--- config.mk ---
export PLATFORM = sky130hd
export DESIGN_NAME = msi_agg
export DESIGN_NICKNAME = d
export VERILOG_FILES = /design/src/rtl/msi_agg_pkg.sv /design/src/rtl/msi_agg_sync.sv /design/src/rtl/msi_agg_launch.sv /design/src/rtl/msi_agg.sv
export SDC_FILE = /design/constraint.sdc
export NUM_CORES = 1
export LEC_CHECK = 0
export BUFFER_PORTS_ARGS = -buffer_cell sky130_fd_sc_hd__buf_2
export CAP_MARGIN = 0
export CORE_ASPECT_RATIO = 1.4
export CORE_MARGIN = 1.5
export CORE_UTILIZATION = 45
export DETAILED_ROUTE_END_ITERATION = 12
export GPL_TIMING_DRIVEN = 0
export HOLD_SLACK_MARGIN = 0.08
export PLACE_DENSITY = 0.81
export SETUP_SLACK_MARGIN = 0.02
export SLEW_MARGIN = 5
export SYNTH_ARGS = -nofsm -noshare
export SYNTH_HDL_FRONTEND = slang
export SYNTH_SLANG_ARGS = --single-unit
--- constraint.sdc ---
create_clock -name clk -period 1.8 [get_ports clk]
set_input_delay 0.09 -clock clk [delete_from_list [all_inputs] [get_ports clk]]
set_output_delay 0.09 -clock clk [all_outputs]
set_load 0.05 [all_outputs]
--- src/rtl/msi_agg_pkg.sv ---
package msi_agg_pkg;
    localparam int REG_AW = 12;
    localparam logic [REG_AW-1:0] OFS_TARGET = 12'h004;
    localparam logic [REG_AW-1:0] OFS_REQ    = 12'h00C;
    localparam logic [REG_AW-1:0] OFS_MASK   = 12'h018;
    localparam logic [REG_AW-1:0] OFS_PEND   = 12'h01C;
    localparam logic [REG_AW-1:0] OFS_CTRL   = 12'h024;
    localparam logic [REG_AW-1:0] OFS_LIVE   = 12'h028;

    typedef enum logic [1:0] {
        LS_IDLE = 2'd0,
        LS_SEND = 2'd1,
        LS_HOLD = 2'd2
    } launch_e;
endpackage

--- src/rtl/msi_agg_sync.sv ---
module msi_agg_sync #(
    parameter int W = 11
) (
    input  logic         clk,
    input  logic         rst_n,
    input  logic [W-1:0] lines_i,
    output logic [W-1:0] level_o,
    output logic [W-1:0] rise_o
);
    typedef struct packed {
        logic [W-1:0] s1;
        logic [W-1:0] s2;
        logic [W-1:0] prev;
    } sync_t;

    sync_t q, d;

    always_comb begin
        d      = q;
        d.s1   = lines_i;
        d.s2   = q.s1;
        d.prev = q.s2;
    end

    always_ff @(posedge clk or negedge rst_n) begin
        if (!rst_n) q <= '0;
        else        q <= d;
    end

    assign level_o = q.s2;
    assign rise_o  = q.s2 & ~q.prev;
endmodule

--- src/rtl/msi_agg_launch.sv ---
module msi_agg_launch
    import msi_agg_pkg::*;
#(
    parameter int DW = 32,
    parameter int VW = 5
) (
    input  logic          clk,
    input  logic          rst_n,
    input  logic          trig_i,
    input  logic          ack_i,
    input  logic [DW-1:0] target_i,
    input  logic          up_ready_i,
    output logic          up_valid_o,
    output logic [DW-1:0] up_addr_o,
    output logic [DW-1:0] up_data_o
);
    typedef struct packed {
        launch_e       state;
        logic          acked;
        logic [DW-1:0] addr;
        logic [DW-1:0] data;
    } launch_t;

    launch_t q, d;
    logic [DW-1:0] cap_addr, cap_data;

    assign cap_addr = {target_i[DW-1:VW], {VW{1'b0}}};
    assign cap_data = {{(DW-VW){1'b0}}, target_i[VW-1:0]};

    always_comb begin
        d = q;
        unique case (q.state)
            LS_IDLE: begin
                if (trig_i) begin
                    d.state = LS_SEND;
                    d.acked = 1'b0;
                    d.addr  = cap_addr;
                    d.data  = cap_data;
                end
            end
            LS_SEND: begin
                if (ack_i) d.acked = 1'b1;
                if (up_ready_i) begin
                    d.state = (q.acked || ack_i) ? LS_IDLE : LS_HOLD;
                    d.acked = 1'b0;
                end
            end
            LS_HOLD: begin
                if (ack_i) begin
                    if (trig_i) begin
                        d.state = LS_SEND;
                        d.addr  = cap_addr;
                        d.data  = cap_data;
                    end else begin
                        d.state = LS_IDLE;
                    end
                end
            end
            default: d.state = LS_IDLE;
        endcase
    end

    always_ff @(posedge clk or negedge rst_n) begin
        if (!rst_n) q <= '0;
        else        q <= d;
    end

    assign up_valid_o = (q.state == LS_SEND);
    assign up_addr_o  = q.addr;
    assign up_data_o  = q.data;

    p_valid_hold_r8: assert property (@(posedge clk) disable iff (!rst_n)
        (up_valid_o && !up_ready_i) |=> up_valid_o);

    p_payload_stable_r8: assert property (@(posedge clk) disable iff (!rst_n)
        (up_valid_o && !up_ready_i) |=> ($stable(up_addr_o) && $stable(up_data_o)));

    p_launch_from_trig_r7: assert property (@(posedge clk) disable iff (!rst_n)
        $rose(up_valid_o) |-> $past(trig_i));

    p_no_relaunch_r9: assert property (@(posedge clk) disable iff (!rst_n)
        (q.state == LS_HOLD && !ack_i) |=> !up_valid_o);
endmodule

--- src/rtl/msi_agg.sv ---
module msi_agg
    import msi_agg_pkg::*;
#(
    parameter int                   NUM_LINES = 11,
    parameter logic [NUM_LINES-1:0] IMPL_MASK = 11'h5FF,
    parameter int                   DATA_W    = 32,
    parameter int                   VEC_W     = 5
) (
    input  logic                  clk,
    input  logic                  rst_n,
    input  logic [NUM_LINES-1:0]  irq_lines_i,
    input  logic                  host_sel_i,
    input  logic                  host_wr_i,
    input  logic [REG_AW-1:0]     host_addr_i,
    input  logic [DATA_W-1:0]     host_wdata_i,
    output logic [DATA_W-1:0]     host_rdata_o,
    output logic                  host_rvalid_o,
    output logic                  up_valid_o,
    input  logic                  up_ready_i,
    output logic [DATA_W-1:0]     up_addr_o,
    output logic [DATA_W-1:0]     up_data_o
);
    typedef struct packed {
        logic [DATA_W-1:0]    target;
        logic                 deliver_en;
        logic [NUM_LINES-1:0] mask;
        logic [NUM_LINES-1:0] pend;
        logic [DATA_W-1:0]    rdata;
        logic                 rvalid;
    } regs_t;

    regs_t q, d;

    logic [NUM_LINES-1:0] level, rise, rise_impl, req_view, clr;
    logic                 rd_en, wr_en, rd_req, rd_pend, trig;

    msi_agg_sync #(.W(NUM_LINES)) u_sync (
        .clk     (clk),
        .rst_n   (rst_n),
        .lines_i (irq_lines_i),
        .level_o (level),
        .rise_o  (rise)
    );

    always_comb begin
        rd_en     = host_sel_i && !host_wr_i;
        wr_en     = host_sel_i && host_wr_i;
        rd_req    = rd_en && (host_addr_i == OFS_REQ);
        rd_pend   = rd_en && (host_addr_i == OFS_PEND);
        rise_impl = rise & IMPL_MASK;
        req_view  = q.pend & q.mask;
        trig      = q.deliver_en && ((rise_impl & q.mask) != '0);

        if (rd_req)       clr = req_view;
        else if (rd_pend) clr = '1;
        else              clr = '0;

        d        = q;
        d.pend   = (q.pend & ~clr) | rise_impl;
        d.rvalid = rd_en;

        if (wr_en) begin
            unique case (host_addr_i)
                OFS_TARGET: d.target     = host_wdata_i;
                OFS_MASK:   d.mask       = host_wdata_i[NUM_LINES-1:0] & IMPL_MASK;
                OFS_CTRL:   d.deliver_en = host_wdata_i[0];
                default:    ;
            endcase
        end

        if (rd_en) begin
            unique case (host_addr_i)
                OFS_TARGET: d.rdata = q.target;
                OFS_REQ:    d.rdata = DATA_W'(req_view);
                OFS_MASK:   d.rdata = DATA_W'(q.mask);
                OFS_PEND:   d.rdata = DATA_W'(q.pend);
                OFS_CTRL:   d.rdata = DATA_W'(q.deliver_en);
                OFS_LIVE:   d.rdata = DATA_W'(level);
                default:    d.rdata = '0;
            endcase
        end
    end

    always_ff @(posedge clk or negedge rst_n) begin
        if (!rst_n) q <= '0;
        else        q <= d;
    end

    msi_agg_launch #(.DW(DATA_W), .VW(VEC_W)) u_launch (
        .clk        (clk),
        .rst_n      (rst_n),
        .trig_i     (trig),
        .ack_i      (rd_req),
        .target_i   (q.target),
        .up_ready_i (up_ready_i),
        .up_valid_o (up_valid_o),
        .up_addr_o  (up_addr_o),
        .up_data_o  (up_data_o)
    );

    assign host_rdata_o  = q.rdata;
    assign host_rvalid_o = q.rvalid;

    p_req_clear_r5: assert property (@(posedge clk) disable iff (!rst_n)
        (rd_req && rise_impl == '0) |=> ((q.pend & q.mask) == '0));

    p_pend_clear_r6: assert property (@(posedge clk) disable iff (!rst_n)
        (rd_pend && rise_impl == '0) |=> (q.pend == '0));
endmodule

==> results.yml, run 1 <==
timing:
  finalSetupTns_ns: -2.15
  setup-violations-final: 33
  period_share_pct: 105
  hold_violations: 0
  tightest_slew_ns: 1.19
  fin_skew_ns: 0.00954
  finalMaxSlewViolations: 0
  rsz0062_at_grt: "true"
  layout_min_cycle_time_ns: 1.90
  timing.final.ws_setup_ns: -0.0970
  fmax_ghz: 0.527
  slew_headroom_pct: 20.0
  hold_ws_ns: 0.154
worst_setup_path:
  path_cells: "nand3b_1 > and4_1 > nand4_1 > o211a_1 > buf_8 > buf_12 > mux2_1"
  critPathKind: "register to register"
  crit_start: "u_sync.q[8]$_DFF_PN0_"
  cp.arrival_ns: 2.20
  cp_max_fo: 10
  crit_slowest_cell: "dfrtp_1"
  timing.rr.start: "u_sync.q[8]$_DFF_PN0_"
  critPathLaunchType: "register"
  cpLargestDelayFamily: "simple AND/OR/NAND/NOR gates"
  worst_setup_path_end_kind: "register"
  path_buf_inv: 2
  rrSetupSlack_ns: -0.1
  worstPathRequired_ns: 2.10
  cpPeakStageDelay_ns: 0.38
hold_path:
  hold_path.class: "input port to register"
  min_from: "host_sel_i"
global_route:
  overflow: 0
  grt_pass1_vias: 4925
  grt_first_pass_wirelength_um: 24300
  grt_max_degree: 99
  grt_util_all_layers_pct: 20.2
  antenna_found_initial: 1
floorplan:
  dieArea_mm2: 0.0158
  pin_count: 158
  start_util_pct: 46.5
  row_count: 52
  fp.coreArea_mm2: 0.0146
  die_x_um: 107
  die_h_um: 148
drt:
  firstDrtPassIters: 5
  vias: 4736
  drt_iter0_drc: 255
  antenna_left: 0
  drt-total-wl_um: 15700
  drc: 0
  vias_per_cell: 4.93
  wl_per_cell_um: 16.4
clocking:
  root_buffer: "clkbuf_16"
  cts_max_level: 4
  cts.clk_slew.worst_paths_ns: 0.06
  clock_latency_ns: 0.42
  cts_made_buffers: 17
  cts_tree: "yes"
  cts.sinks: 154
  cts_buffer_depth: 2
layout:
  multi_input_area_mm2: 0.00229
  diodes: 0
  nets: 820
  layout_common_cells: "dfrtp_1 (153), buf_2 (126), buf_4 (113)"
  final_common_cell: "dfrtp_1"
  fin_util_pct: 63.4
  drive_gt1_share_pct: 44.6
  area_growth_pct: 36.3
  final_cell_area_mm2: 0.00923
  regArea_mm2: 0.00385
  fill_cells: 1136
logic_synthesis:
  synth_seq_cells: 154
  syn_avg_cell_area_um2: 12.9
  muxShareOfSynthArea_pct: 12.8
  synth_adder_area_share_pct: 0
  syn_area_mm2: 0.00678
  synth-compound-area-share_pct: 10.5
  synthSimpleGateAreaFrac_pct: 6.41
  ys.flop_type: "dfrtp_1"
  synth_edf_count: 0
  ys_seq_area_share_pct: 56.9
  synth_top_family_by_area: "buffers and inverters"
  yosysWarnings: 0
  synthArstFlopShare_pct: 100
  ys_types: 44
  syn_inst: 524
  synth_xor_xnor_area_share_pct: 0
placed_design:
  place_area_mm2: 0.00777
  numPortBuffers: 122
  dp_hpwl_um: 10500
  place.gp.congestion: 0.865
power:
  p_leak_nw: 4.81
  worst_ir_drop_vdd_v: 0.000749
  p_per_area_mw_per_mm2: 866
job:
  cap_violations: 0
status:
  outcome: "finished with violations"
  violations: "setup timing"
flip-flops by register name, indices dropped and copies added (netlist names):
register	count
q	54
host_rdata_o	32
u_launch.up_addr_o	27
u_sync.d	11
u_sync.level_o	11
u_sync.q	10
u_launch.up_data_o	5
u_launch.q	3
host_rvalid_o	1
where the power goes:
| part | switching (mW) | total, mW | internal [mW] |
|---|---|---|---|
| registers | 0.0248 | 3.53 | 3.50 |
| clock network | 1.41 | 3.88 | 2.47 |
| logic | 0.359 | 0.584 | 0.225 |
| total | 1.80 | 8.00 | 6.20 |
path summary, 6_finish.rpt:
path / to / depth (start not counted)
max: u_launch.up_addr_o[18]$_DFFE_PN0P_ / 7
max in group asynchronous: q[54]$_DFFE_PN0P_ / 3
min reg2reg: u_sync.level_o[9]$_DFF_PN0_ / 0
min: host_rvalid_o$_DFF_PN0_ / 4
max reg2reg: u_launch.up_addr_o[18]$_DFFE_PN0P_ / 7
min in group asynchronous: u_launch.up_addr_o[5]$_DFFE_PN0P_ / 2
synthesized netlist by cell type (2+ instances only):
master	instances	area, um2
dfrtp_1	154	3850
buf_4	100	751
mux2_1	61	687
a22o_1	29	254
a22oi_1	19	143
nand2_1	17	63.8
mux2_2	15	169
o21ai_0	13	65.1
nor2_1	11	41.3
nor2b_1	11	68.8
clkbuf_1	8	30.0
inv_1	8	30.0
o21a_1	8	60.1
a31o_2	6	52.6
buf_6	6	67.6
buf_2	5	25.0
nand3b_1	5	37.5
a21oi_1	4	20.0
a32o_1	4	40.0
nand2b_1	4	25.0
nor3_1	4	20.0
a31oi_1	3	18.8
and2_1	3	18.8
and3_1	3	18.8
nand4_1	2	12.5
nor4_4	2	42.5
or2_2	2	12.5
logic make-up (layout without fill, tap and decap cells):
| logic type | Yosys count | count (layout) |
|---|---|---|
| AOI/OAI and AO/OA | 92 | 92 |
| muxes | 77 | 77 |
| other | 1 | 32 |
| DFF | 154 | 154 |
| buffers and inverters | 129 | 346 |
| and+or+nand+nor | 71 | 71 |
final cells by class:
cell class              instances  area share [%]
multi-input cells             272            24.8
well taps                     189            2.56
repair buffers                186            13.6
plain buffers                 120            9.99
flip-flops and latches        154            41.7
clock buffers                  18            4.65
inverters                       9           0.366
clock inverters                13            2.34
per-stage QoR:
stage | power (mW) | cells | setup WS, ns
4_1_cts | 8.05 | 950 | -0.0505
6_report | 8.00 | 961 | -0.0970
3_3_place_gp | 4.06 | 866 | -1.56
5_1_grt | 8.24 | 961 | -0.149
2_1_floorplan | 3.88 | 555 | 0.0816
3_5_place_dp | 4.07 | 867 | -0.462
worst register-to-register path, delay by kind of cell (launching register included):
| family | cells | cell delay, ns |
|---|---|---|
| flops | 1 | 0.38 |
| mux | 1 | 0.32 |
| compound gates | 1 | 0.22 |
| simple gates | 3 | 0.54 |
| buf+inv | 2 | 0.33 |
repair_timing:
| action | CTS | global route |
|---|---|---|
| hold buffers | 46 | 0 |
| setup endpoints to repair | 34 | 71 |
| pin swaps | 3 | 7 |
| buffers inserted | 6 | 12 |
| hold endpoints to repair | 112 | 0 |
| gates cloned | 0 | 1 |
| gates resized for setup | 11 | 42 |
metal layers:
metal | track usage (%) | vias to the layer above | wire [um] | part of all wire, %
met1 | 22.6 | 2346 | 5980 | 38
met2 | 36.3 | 155 | 8570 | 55
li1 | - | 2199 | - | -
met3 | 4.03 | 36 | 776 | 4.9
met4 | 9.73 | 0 | 388 | 2.5
met5 | 0 | - | 0 | 0
No activity file was read; power rests on OpenSTA's default activity.
==> run 2, diff against run 1 <==
PLACE_DENSITY = 0.7   (was 0.81)
==> run 2 against run 1 <==
  * The run still ends with setup timing left
  * Die area unchanged
  * Sequential cell count unchanged
  * Worst hold slack worse by 0.060 ns
  * Critical path type unchanged
  * Critical endpoint is now u_launch.up_addr_o[7]$_DFFE_PN0P_
  * Largest cell class unchanged
==> results.yml, run 2 (same netlist as run 1, synthesis figures left out) <==
status:
  outcome: "finished with violations"
  violations: "setup timing"
power:
  combinationalPowerShare_pct: 7.5
  p_total_mw: 7.83
  p_int_mw: 5.99
  clkPwrFrac_pct: 47.5
  p_per_area_mw_per_mm2: 855
  switching_power_mw: 1.85
  p_leak_nw: 4.79
  p_sw_share_pct: 23.6
  seqPwrFrac_pct: 45.0
  worst_ir_drop_vdd_v: 0.000623
layout:
  area_growth_pct: 35.2
  largest_reg_flops: 54
  fill_cells: 1120
  regMostFlops: "q"
  drive_gt1_share_pct: 44.5
  final_common_cell: "dfrtp_1"
  diodes: 0
  nets: 821
  layout_common_cells: "dfrtp_1 (154), buf_2 (126), buf_4 (117)"
  final_cell_area_mm2: 0.00916
  fin_util_pct: 62.9
clocking:
  cts_made_buffers: 17
  cts_buffer_depth: 2
  root_buffer: "clkbuf_16"
  cts_max_level: 4
  cts_tree: "yes"
  clock_latency_ns: 0.42
  cts.sinks: 154
  cts.clk_slew.worst_paths_ns: 0.07
timing:
  rsz0062_at_grt: "true"
  setup-violations-final: 32
  hold_ws_ns: 0.0945
  slew_headroom_pct: 31.1
  finalMaxSlewViolations: 0
  period_share_pct: 104
  layout_min_cycle_time_ns: 1.87
  hold_violations: 0
  fmax_ghz: 0.535
  fin_skew_ns: 0.00771
  timing.final.ws_setup_ns: -0.0675
  tightest_slew_ns: 1.02
worst_setup_path:
  worstPathRequired_ns: 2.10
  critPathKind: "register to register"
  critPathLaunchType: "register"
  cpLargestDelayFamily: "simple AND/OR/NAND/NOR gates"
  path_buf_inv: 2
  worst_setup_path_end_kind: "register"
  worstReg2RegEnd: "u_launch.up_addr_o[7]$_DFFE_PN0P_"
  crit_slowest_cell: "dfrtp_1"
  cp_max_fo: 10
  rrSetupSlack_ns: -0.07
  cpPeakStageDelay_ns: 0.39
  timing.rr.start: "u_sync.q[8]$_DFF_PN0_"
  r2r_cells: 7
  cp.arrival_ns: 2.17
  path_cells: "nand3b_1 > and4_1 > nand4_1 > o211a_1 > buf_6 > buf_12 > mux2_1"
drt:
  drt_iter0_drc: 263
  firstDrtPassIters: 5
  wl_per_cell_um: 16.3
  antenna_left: 0
  vias_per_cell: 4.96
  drt-total-wl_um: 15600
  drc: 0
  vias: 4767
floorplan:
  row_count: 52
  start_util_pct: 46.5
  fp.coreArea_mm2: 0.0146
  dieArea_mm2: 0.0158
  pin_count: 158
  die_h_um: 148
  die_x_um: 107
placed_design:
  place_area_mm2: 0.00780
  numPortBuffers: 122
  place.gp.congestion: 0.858
  dp_hpwl_um: 10800
hold_path:
  hold_path.class: "input port to asynchronous set/reset pin"
global_route:
  grt_first_pass_wirelength_um: 24300
  grt_pass1_vias: 4849
  grt_util_all_layers_pct: 20.0
  grt_max_degree: 80
  overflow: 0
  antenna_found_initial: 0
job:
  cap_violations: 0
[run 2: final cells by class]
type	count	area, um2	area share, %
Buffer	120	907	9.90
Clock buffer	18	439	4.79
Clock inverter	13	180	1.97
Inverter	9	33.8	0.369
Multi-Input combinational cell	272	2250	24.6
Sequential cell	154	3850	42.1
Tap cell	189	236	2.58
Timing Repair Buffer	187	1260	13.7
[run 2: per-stage QoR]
step	cells	setup slack [ns]	setup TNS [ns]
CTS	952	-0.0411	-0.806
floorplan	555	0.0816	0
detailed placement	868	-0.432	-26.37
global route	962	-0.132	-3.26
global placement	866	-1.47	-248.99
finish	962	-0.0675	-1.41
[run 2: per-layer routing]
layer / global-route usage, % / share of wire [%] / up-vias
met5: 0 / 0 / -
li1: - / - / 2198
met2: 36.2 / 54 / 179
met3: 4.08 / 4.9 / 27
met4: 6.87 / 1.7 / 0
met1: 23.5 / 40 / 2363
[run 2: repair_timing]
item,in CTS,in global routing
hold endpoints to repair,155,0
setup endpoints to repair,31,33
setup buffers,8,10
hold buffers,45,0
pin swaps,4,2
gates resized for setup,19,20
[run 2: power groups by stage]
stage,Combinational [mW],Sequential [mW],Clock [mW]
after floorplan,0.298,3.59,0
after global placement,0.463,3.59,0
after detailed placement,0.488,3.59,0
after CTS,0.573,3.53,3.78
after global routing,0.630,3.53,3.96
final,0.585,3.53,3.72
[run 2: how the worst max path moves through the flow]
stage | from | to | slack (ns) | cells past startpoint
after global routing | u_sync.q[8]$_DFF_PN0_ | u_launch.up_addr_o[8]$_DFFE_PN0P_ | -0.13 | 7
after floorplan | host_addr_i[1] | u_launch.up_addr_o[10]$_DFFE_PN0P_ | 0.08 | 7
after CTS | u_sync.q[8]$_DFF_PN0_ | u_launch.up_addr_o[7]$_DFFE_PN0P_ | -0.04 | 7
final | u_sync.q[8]$_DFF_PN0_ | u_launch.up_addr_o[7]$_DFFE_PN0P_ | -0.07 | 7
after global placement | rst_n | u_launch.up_data_o[3]$_DFFE_PN0P_ | -1.47 | 1
after detailed placement | host_addr_i[7] | u_launch.up_addr_o[14]$_DFFE_PN0P_ | -0.43 | 8
==> run 3, diff against run 2 <==
clock period = 1.67 ns   (was 1.8 ns; I/O delays follow)
==> run 3 against run 2 <==
  * The flow still finishes with violations (setup timing)
  * Combinational power grew 6.8%
  * Via count is 1.0% lower
  * Non-clock buffer count fell by 8
  * Final cell count is 0.62% lower
  * Count of clock-buffer cells in the layout up 1
  * Clock power is 13% higher
  * Worst hold slack better by 0.010 ns
  * Critical path type unchanged
  * Largest power group unchanged
  * Highest routed layer unchanged
==> results.yml, run 3 (same netlist as run 1, synthesis figures left out) <==
drt:
  vias_per_cell: 4.93
  firstDrtPassIters: 4
  drc: 0
  antenna_left: 0
  wl_per_cell_um: 16.4
  drt_iter0_drc: 205
  vias: 4717
  drt-total-wl_um: 15700
status:
  outcome: "finished with violations"
  violations: "setup timing"
layout:
  fin_util_pct: 62.7
  regArea_mm2: 0.00385
  multi_input_area_mm2: 0.00226
  nets: 813
  layout_common_cells: "dfrtp_1 (153), buf_2 (126), buf_4 (107)"
  final_common_cell: "dfrtp_1"
  fin_cells: 956
  area_growth_pct: 34.8
  regMostFlops: "q"
  fill_cells: 1136
  largest_reg_flops: 54
  drive_gt1_share_pct: 43.5
placed_design:
  dp_cells: 867
  dp_hpwl_um: 10900
  numPortBuffers: 122
  place.gp.congestion: 0.897
  place_ws_ns: -0.543
power:
  p_leak_nw: 4.76
  worst_ir_drop_vdd_v: 0.000621
  p_total_mw: 8.64
  p_per_area_mw_per_mm2: 946
worst_setup_path:
  cp_max_fo: 10
  worst_setup_path_end_kind: "register"
  cpPeakStageDelay_ns: 0.38
  worstPathRequired_ns: 1.97
  path_cells: "nand3b_1 > and4_1 > nand4_1 > o211a_1 > buf_6 > buf_12 > mux2_4"
  cp.arrival_ns: 2.13
  cpLargestDelayFamily: "simple AND/OR/NAND/NOR gates"
  path_buf_inv: 2
  crit_slowest_cell: "dfrtp_1"
  critPathLaunchType: "register"
  critPathKind: "register to register"
timing:
  slew_headroom_pct: 54.1
  finalMaxSlewViolations: 0
  rsz0062_at_grt: "true"
  hold_ws_ns: 0.105
  setup-violations-final: 33
  hold_violations: 0
  fin_skew_ns: 0.00828
  fmax_ghz: 0.547
  tightest_slew_ns: 0.688
  timing.final.ws_setup_ns: -0.159
  period_share_pct: 109
  layout_min_cycle_time_ns: 1.83
floorplan:
  die_x_um: 107
  dieArea_mm2: 0.0158
  start_util_pct: 46.5
  fp.coreArea_mm2: 0.0146
  die_h_um: 148
  pin_count: 158
  row_count: 52
clocking:
  root_buffer: "clkbuf_16"
  cts_max_level: 4
  cts_buffer_depth: 2
  cts_made_buffers: 17
  cts.sinks: 154
  clock_latency_ns: 0.42
  cts.clk_slew.worst_paths_ns: 0.06
  cts_tree: "yes"
hold_path:
  hold_path.class: "input port to register"
global_route:
  overflow: 0
  grt_util_all_layers_pct: 20.7
  grt_first_pass_wirelength_um: 25000
  grt_pass1_vias: 4916
  grt_max_degree: 82
  antenna_found_initial: 1
job:
  cap_violations: 0
-- run 3: cell count changes in the layout (fill, tap and decap cells not counted), sizes merged --
cell	delta
buf	-8
diode	+1
bufinv	+2
clkinvlp	+2
inv	-3
clkinv	-1
clkbuf	+1
-- run 3: where the power goes --
part           internal [mW]  switching, mW
combinational          0.239          0.385
sequential              3.78         0.0274
clock                   2.67           1.54
-- run 3: worst paths after layout --
path,startpoint,to,slack [ns],depth (start not counted)
setup reg to reg,u_sync.q[8]$_DFF_PN0_,u_launch.up_addr_o[10]$_DFFE_PN0P_,-0.16,7
setup / recovery,u_sync.q[8]$_DFF_PN0_,u_launch.up_addr_o[10]$_DFFE_PN0P_,-0.16,7
hold / removal,host_addr_i[3],host_rdata_o[1]$_DFFE_PN0P_,0.10,3
hold reg to reg,u_sync.d[21]$_DFF_PN0_,u_sync.level_o[10]$_DFF_PN0_,0.34,0
max in group asynchronous,rst_n,q[54]$_DFFE_PN0P_,0.60,3
min in group asynchronous,rst_n,q[69]$_DFFE_PN0P_,0.24,2
-- run 3: what timing repair did --
action,4_1_cts,5_1_grt
gates resized for setup,18,22
hold buffers,45,0
hold endpoints to repair,128,0
cloned,0,0
pin swaps,4,6
endpoints found under the setup margin,41,72
setup buffers,8,7
-- run 3: final cells by class --
type                            instances  area share (%)
Multi-Input combinational cell        272            24.7
Sequential cell                       154            42.2
Buffer                                120            10.1
Antenna cell                            1          0.0274
Clock inverter                         13            2.36
Inverter                                9           0.370
Clock buffer                           19            4.74
Tap cell                              189            2.59
Timing Repair Buffer                  179            12.9
-- run 3: per-stage QoR --
stage,cell area (um2),setup TNS [ns]
after global placement,7760,-273.42
after floorplan,6910,0
after CTS,9020,-5.27
after global routing,9130,-6.09
final,9130,-4.71
after detailed placement,7790,-33.55
-- run 3: tightest hold or removal path: cells and delay by family --
family,cells,cell delay (ns)
compound gates,2,0.24
buf+inv,1,0.15
-- run 3: metal layers --
metal / share of wire [%] / up-vias / GRT usage (%) / wire (um)
met5: 0 / - / 0 / 0
met1: 41 / 2370 / 24.1 / 6410
li1: - / 2185 / - / -
met2: 53 / 144 / 37.1 / 8400
met3: 4.2 / 18 / 4.60 / 659
met4: 1.6 / 0 / 7.53 / 247
